===== config.mk =====
export PLATFORM = sky130hd
export DESIGN_NAME = vfo_tuner
export DESIGN_NICKNAME = d
export VERILOG_FILES = /design/src/rtl/vfo_pkg.sv /design/src/rtl/vfo_input_sync.sv /design/src/rtl/vfo_bcd_digit.sv /design/src/rtl/vfo_digit_bank.sv /design/src/rtl/vfo_tuner.sv
export SDC_FILE = /design/constraint.sdc
export NUM_CORES = 1
export LEC_CHECK = 0
export BUFFER_PORTS_ARGS = -buffer_cell sky130_fd_sc_hd__buf_2
export CAP_MARGIN = 0
export CORE_MARGIN = 2
export CORE_UTILIZATION = 45
export CTS_CLUSTER_DIAMETER = 150
export DETAILED_ROUTE_END_ITERATION = 12
export SLEW_MARGIN = 20
export SYNTH_ARGS = -nofsm -noshare
export SYNTH_HDL_FRONTEND = slang
export SYNTH_SLANG_ARGS = --single-unit

===== constraint.sdc =====
create_clock -name clk -period 5.2 [get_ports clk]
set_input_delay 1.04 -clock clk [delete_from_list [all_inputs] [get_ports clk]]
set_output_delay 1.04 -clock clk [all_outputs]
set_load 0.01 [all_outputs]

===== src/rtl/vfo_pkg.sv =====
// Shared types and helpers for the dual-VFO tuning counter.
// Assumes four-bit BCD digits throughout.
package vfo_pkg;

    localparam int BCD_W = 4;

    typedef logic [BCD_W-1:0] bcd_t;

    // Maps any non-decimal code onto zero so stored digits stay legal.
    function automatic bcd_t bcd_sanitize(input logic [BCD_W-1:0] raw);
        return (raw > 4'd9) ? 4'd0 : raw;
    endfunction

endpackage


===== src/rtl/vfo_input_sync.sv =====
// Multi-stage synchronizer for a bundle of asynchronous inputs.
// Assumes each bundled input is held steady for longer than STAGES cycles
// around the edges that matter; stages reset low synchronously.
module vfo_input_sync #(
    parameter int WIDTH  = 8,
    parameter int STAGES = 2
) (
    input  logic             clk,
    input  logic             rst_n,
    input  logic [WIDTH-1:0] async_in,
    output logic [WIDTH-1:0] sync_out
);

    logic [WIDTH-1:0] stage_q [STAGES];

    // Shift the raw inputs through the synchronizer chain.
    always_ff @(posedge clk) begin
        if (!rst_n) begin
            for (int k = 0; k < STAGES; k++) stage_q[k] <= '0;
        end else begin
            stage_q[0] <= async_in;
            for (int k = 1; k < STAGES; k++) stage_q[k] <= stage_q[k-1];
        end
    end

    assign sync_out = stage_q[STAGES-1];

endmodule


===== src/rtl/vfo_bcd_digit.sv =====
// One decimal digit with increment, decrement, zero and write controls.
// Priority: zero, then write, then increment, then decrement.
// Assumes the caller never raises inc_in and dec_in together.
module vfo_bcd_digit
    import vfo_pkg::*;
(
    input  logic clk,
    input  logic rst_n,
    input  logic inc_in,
    input  logic dec_in,
    input  logic zero_in,
    input  logic load_in,
    input  bcd_t load_val,
    output bcd_t digit_q,
    output logic carry_out,
    output logic borrow_out
);

    // Update the digit according to the control priority.
    always_ff @(posedge clk) begin
        if (!rst_n)        digit_q <= '0;
        else if (zero_in)  digit_q <= '0;
        else if (load_in)  digit_q <= bcd_sanitize(load_val);
        else if (inc_in)   digit_q <= (digit_q == 4'd9) ? 4'd0 : digit_q + 4'd1;
        else if (dec_in)   digit_q <= (digit_q == 4'd0) ? 4'd9 : digit_q - 4'd1;
    end

    // Ripple a carry or a borrow to the next digit up.
    always_comb begin
        carry_out  = inc_in && (digit_q == 4'd9);
        borrow_out = dec_in && (digit_q == 4'd0);
    end

endmodule


===== src/rtl/vfo_digit_bank.sv =====
// One VFO: a chain of NUM_DIGITS decimal digits, index 0 least significant.
// A normal step enters at digit 0. A fast step enters at FAST_IDX, and the
// digits below it are held at zero. A clear zeroes all digits except the top
// one, which takes clear_val. A write targets digit load_idx.
// Assumes 1 <= FAST_IDX < NUM_DIGITS-1 and at most one of step, clear and
// write active per cycle.
module vfo_digit_bank
    import vfo_pkg::*;
#(
    parameter int NUM_DIGITS = 6,
    parameter int FAST_IDX   = 2,
    localparam int IDX_W     = $clog2(NUM_DIGITS),
    localparam int FREQ_W    = NUM_DIGITS * BCD_W
) (
    input  logic              clk,
    input  logic              rst_n,
    input  logic              step_en,
    input  logic              step_up,
    input  logic              fast_en,
    input  logic              clear_en,
    input  bcd_t              clear_val,
    input  logic              load_en,
    input  logic [IDX_W-1:0]  load_idx,
    input  bcd_t              load_val,
    output logic [FREQ_W-1:0] digits_q
);

    localparam int TOP = NUM_DIGITS - 1;

    logic [NUM_DIGITS-1:0] inc, dec, carry, borrow, zero_req, wr_en;
    bcd_t                  wr_val;
    logic                  up_norm, dn_norm, up_fast, dn_fast;

    // Split the step request into its normal and fast entry points.
    always_comb begin
        up_norm = step_en &&  step_up && !fast_en;
        dn_norm = step_en && !step_up && !fast_en;
        up_fast = step_en &&  step_up &&  fast_en;
        dn_fast = step_en && !step_up &&  fast_en;
        wr_val  = clear_en ? clear_val : load_val;
    end

    for (genvar i = 0; i < NUM_DIGITS; i++) begin : g_digit
        // Choose where this digit's increment and decrement come from.
        if (i == 0) begin : g_lsd
            assign inc[i] = up_norm;
            assign dec[i] = dn_norm;
        end else if (i == FAST_IDX) begin : g_fast
            assign inc[i] = carry[i-1]  || up_fast;
            assign dec[i] = borrow[i-1] || dn_fast;
        end else begin : g_chain
            assign inc[i] = carry[i-1];
            assign dec[i] = borrow[i-1];
        end

        // Zeroing comes from fast mode (low digits) or from a clear (below top).
        if (i < FAST_IDX) begin : g_low
            assign zero_req[i] = fast_en || clear_en;
        end else if (i == TOP) begin : g_top
            assign zero_req[i] = 1'b0;
        end else begin : g_mid
            assign zero_req[i] = clear_en;
        end

        // Writes reach the top digit on a clear and the indexed digit on a load.
        if (i == TOP) begin : g_wr_top
            assign wr_en[i] = clear_en || (load_en && (load_idx == IDX_W'(i)));
        end else begin : g_wr_other
            assign wr_en[i] = load_en && (load_idx == IDX_W'(i));
        end

        vfo_bcd_digit i_digit (
            .clk        (clk),
            .rst_n      (rst_n),
            .inc_in     (inc[i]),
            .dec_in     (dec[i]),
            .zero_in    (zero_req[i]),
            .load_in    (wr_en[i]),
            .load_val   (wr_val),
            .digit_q    (digits_q[i*BCD_W +: BCD_W]),
            .carry_out  (carry[i]),
            .borrow_out (borrow[i])
        );
    end

endmodule


===== src/rtl/vfo_tuner.sv =====
// Dual-VFO decimal tuning counter, the top level.
// Synchronizes all inputs, detects rising edges of the step, write and clear
// pulses, tracks the digit write pointer and routes events to the selected bank.
// Event priority within a cycle: clear, then write, then step.
// Assumes load_data, tune_up and vfo_sel are settled before their strobe rises.
module vfo_tuner
    import vfo_pkg::*;
#(
    parameter int NUM_DIGITS  = 6,
    parameter int FAST_IDX    = 2,
    parameter int SYNC_STAGES = 2
) (
    input  logic                        clk,
    input  logic                        rst_n,
    input  logic                        tune_clk,
    input  logic                        tune_up,
    input  logic                        vfo_sel,
    input  logic                        fast_mode,
    input  logic                        clr_strobe,
    input  logic                        load_valid,
    input  logic [3:0]                  load_data,
    output logic [NUM_DIGITS*4-1:0]     freq_bcd
);

    localparam int FREQ_W = NUM_DIGITS * BCD_W;
    localparam int PTR_W  = $clog2(NUM_DIGITS + 1);
    localparam int IDX_W  = $clog2(NUM_DIGITS);
    localparam int IN_W   = 6 + BCD_W;

    logic [IN_W-1:0]   sync_vec;
    logic              tclk_s, ldv_s, clr_s, up_s, sel_s, fast_s;
    bcd_t              data_s;
    logic [2:0]        pulse_q;
    logic              step_ev, load_ev, clr_ev;
    logic              step_ok, load_ok;
    logic [PTR_W-1:0]  load_ptr;
    logic [IDX_W-1:0]  load_idx;
    logic [FREQ_W-1:0] bank_q [2];

    vfo_input_sync #(
        .WIDTH  (IN_W),
        .STAGES (SYNC_STAGES)
    ) i_sync (
        .clk      (clk),
        .rst_n    (rst_n),
        .async_in ({tune_clk, load_valid, clr_strobe, tune_up, vfo_sel, fast_mode, load_data}),
        .sync_out (sync_vec)
    );

    assign {tclk_s, ldv_s, clr_s, up_s, sel_s, fast_s, data_s} = sync_vec;

    // Remember the previous synchronized pulse levels for edge detection.
    always_ff @(posedge clk) begin
        if (!rst_n) pulse_q <= '0;
        else        pulse_q <= {tclk_s, ldv_s, clr_s};
    end

    // Turn rising edges into events and resolve their priority.
    always_comb begin
        step_ev  = tclk_s && !pulse_q[2];
        load_ev  = ldv_s  && !pulse_q[1];
        clr_ev   = clr_s  && !pulse_q[0];
        load_ok  = load_ev && !clr_ev && (load_ptr < PTR_W'(NUM_DIGITS));
        step_ok  = step_ev && !clr_ev && !load_ev;
        load_idx = IDX_W'(NUM_DIGITS - 1) - IDX_W'(load_ptr);
    end

    // Track the write pointer: a clear re-arms it, and each accepted write advances it.
    always_ff @(posedge clk) begin
        if (!rst_n)       load_ptr <= PTR_W'(NUM_DIGITS);
        else if (clr_ev)  load_ptr <= PTR_W'(1);
        else if (load_ok) load_ptr <= load_ptr + PTR_W'(1);
    end

    for (genvar b = 0; b < 2; b++) begin : g_vfo
        logic mine;
        assign mine = (sel_s == 1'(b));

        vfo_digit_bank #(
            .NUM_DIGITS (NUM_DIGITS),
            .FAST_IDX   (FAST_IDX)
        ) i_bank (
            .clk       (clk),
            .rst_n     (rst_n),
            .step_en   (step_ok && mine),
            .step_up   (up_s),
            .fast_en   (fast_s && mine),
            .clear_en  (clr_ev && mine),
            .clear_val (data_s),
            .load_en   (load_ok && mine),
            .load_idx  (load_idx),
            .load_val  (data_s),
            .digits_q  (bank_q[b])
        );
    end

    // Present the selected bank.
    assign freq_bcd = sel_s ? bank_q[1] : bank_q[0];

endmodule


==> qor.yml <==
totalPowerFinal_mw: 1.48
synthesis.area_um2: 5760
vias: 5670
coreArea_um2: 12600
clkSinkCount: 74
dp_hpwl_um: 11800
ys_ff_latch: 74
avgRoutedWirePerCell_um: 18.6
path_class: "reg2reg"
synth_edf_count: 0
viasPerCell: 6.27
die_w_um: 117
final_common_cell: "dfxtp_1"
rows: 41
clkSlewWorstSetupHoldPaths_ns: 0.06
crit_path_max_fanout: 30
cp.arrival_ns: 3.71
ys.flop_type: "dfxtp_1"
drive_gt1_share_pct: 14.2
maxCapViolCount: 0
die_h_um: 117
report.final.slew_viol_count: 0
area_growth_pct: 7.41
post-route-min-period_ns: 3.45
worst_ir_drop_vdd_mv: 0.178
track_usage_pct: 25.5
initial_utilization_pct: 45.8
tightest_slew_ns: 1.08
nFillCells: 1231
fin_crit_sh_pct: 66.3
met2_usage_pct: 41.7
grt_use_met3_pct: 3.60
pwr_density_cell_nw_per_um2: 240
grt_max_degree: 36
ys_async_sr_fraction_pct: 0
seq_area_frac_synth_pct: 25.7
netlist_instances: 758
p_leak_nw: 2.05
holdBufCountCts: 0
diodes: 0
placedCellCount: 889
end_kind: "flop"
insertion_delay_ns: 0.35
yosys_warnings: 0
ff2ff_setup_slack_ns: 1.75
drtPass1Iterations: 5
status: "completed"
use_met1_pct: 34.7
cts-root-buf: "clkbuf_16"
final-seq-area_um2: 1480
postLayoutCellArea_um2: 6190
die_area_um2: 13700
fin_skew_ns: 0.00633
clock_path_buffers: 2
grt_pass1_wl_um: 27300
drt_wl_total_um: 16800
syn_area_per_cell_um2: 7.60
required_ns: 5.46
io_buffers: 35
cts_tree: "yes"
finalNetCount: 745
fin_tns_setup_ns: 0
syn-num-nets: 775
hold_path_class: "reg2reg"
grt_pass1_vias: 5205
antenna_found_initial: 0
post_cts_buffers: 0
rsz0062_at_grt: "false"
finalHoldViolCount: 0
slew_headroom_pct: 27.3
setup_viol_count_final: 0
htreeDepth: 3
final_cells: 905
post_cts_resize_count: 0
gp_congestion: 0.912
dpl_cell_area_um2: 5860
io_pins: 36
ant_nets: 0
fmax_mhz: 290
drc_errors: 0
multi_input_area_um2: 3920
timing.hold.ws_ns: 0.432
layout_common_cells: "dfxtp_1, nor2_1, nand2_1"
worst_setup_path_start_kind: "flop"
yosys.cell_types.count: 85
cts_inserted_buffers: 9
drt_iter0_drc: 612
overflow: 0
grt.busiest_layer: "met2"
-- registers in the layout, indices dropped and copies added, names as in the netlist --
| name | flops |
|---|---|
| pulse_q | 3 |
| i_sync.stage_q | 20 |
| g_vfo.i_bank.g_digit.i_digit.digit_q | 48 |
| load_ptr | 3 |
-- synthesized netlist by cell type (all sizes together), types with 5 or more instances --
| cell | count | area share, % |
|---|---|---|
| nand3b | 6 | 0.78 |
| inv | 17 | 1.1 |
| and2 | 37 | 4.0 |
| and3 | 8 | 0.87 |
| nand2 | 54 | 3.5 |
| a311oi | 6 | 0.91 |
| or3 | 9 | 1.1 |
| mux2i | 9 | 1.6 |
| a221oi | 9 | 1.4 |
| nor4 | 17 | 2.7 |
| a22oi | 8 | 1.0 |
| a21oi | 39 | 3.4 |
| nand4 | 14 | 1.5 |
| o22ai | 5 | 0.54 |
| o31ai | 7 | 1.0 |
| a31oi | 23 | 2.5 |
| o211ai | 7 | 0.91 |
| xor2 | 5 | 0.76 |
| clkbuf | 61 | 4.0 |
| nor3 | 24 | 2.2 |
| nor4b | 6 | 0.91 |
| ha | 5 | 1.1 |
| nand3 | 29 | 2.5 |
| a32o | 7 | 1.2 |
| mux2 | 23 | 4.5 |
| o31a | 5 | 0.76 |
| a21o | 6 | 0.80 |
| nand2b | 13 | 1.4 |
| buf | 16 | 1.2 |
| or2 | 5 | 0.54 |
| nor2 | 54 | 3.5 |
| nor3b | 7 | 1.0 |
| xnor2 | 13 | 2.0 |
| a211oi | 8 | 1.0 |
| dfxtp | 74 | 26 |
| o21ai | 43 | 3.7 |
| nor2b | 16 | 1.7 |
-- area by class of cell --
cell class | instances | share of cell area (%)
inverter | 17 | 1.03
clock buffer | 9 | 3.64
multi-input combinational | 590 | 63.3
timing repair buffer | 36 | 2.95
clock inverter | 7 | 1.62
sequential | 74 | 24.0
tap | 172 | 3.48
-- per-layer routing --
layer,part of all wire [%],up-vias
met2,47,192
li1,-,2760
met5,0,-
met1,46,2698
met4,2.0,0
met3,5.2,20
-- path summary, 6_finish.rpt --
kind,cells after the start,to,from
worst min register to register,1,i_sync.stage_q[0][11]$_SDFF_PN0_,i_sync.stage_q[0][1]$_SDFF_PN0_
worst max-delay path,5,g_vfo[0].i_bank.g_digit[4].i_digit.digit_q[2]$_SDFFE_PP0P_,i_sync.stage_q[0][16]$_SDFF_PN0_
worst max register to register,5,g_vfo[0].i_bank.g_digit[4].i_digit.digit_q[2]$_SDFFE_PP0P_,i_sync.stage_q[0][16]$_SDFF_PN0_
worst min-delay path,1,i_sync.stage_q[0][11]$_SDFF_PN0_,i_sync.stage_q[0][1]$_SDFF_PN0_
-- per-stage QoR --
step	utilization, %	setup WS (ns)
2_1_floorplan	-	2.67
3_3_place_gp	46.6	2.03
3_5_place_dp	46.6	1.78
4_1_cts	49.2	1.77
5_1_grt	49.2	1.41
6_report	49.2	1.75
-- logic make-up (layout without fill, tap and decap cells) --
| group | count (synthesis) | in the layout | share of synthesized area, % |
|---|---|---|---|
| xor+xnor | 18 | 18 | 2.74 |
| fa+ha+maj | 5 | 5 | 1.09 |
| flops | 74 | 74 | 25.7 |
| mux | 32 | 32 | 6.06 |
| compound gates | 216 | 216 | 26.2 |
| simple gates | 319 | 319 | 31.9 |
| buf+inv | 94 | 69 | 6.32 |
-- where the power goes --
part | internal [mW] | switching, mW
Clock | 0.425 | 0.277
Sequential | 0.585 | 0.0353
Combinational | 0.0668 | 0.0936
-- critical path, stage by stage, from the launching register on --
cell and delay [ns]:
dfxtp_1 0.96, nand4_1 0.75, nor3_1 1.09, a32o_1 0.30
a21oi_1 0.05, a31oi_1 0.20
No activity file was read; power rests on OpenSTA's default activity.
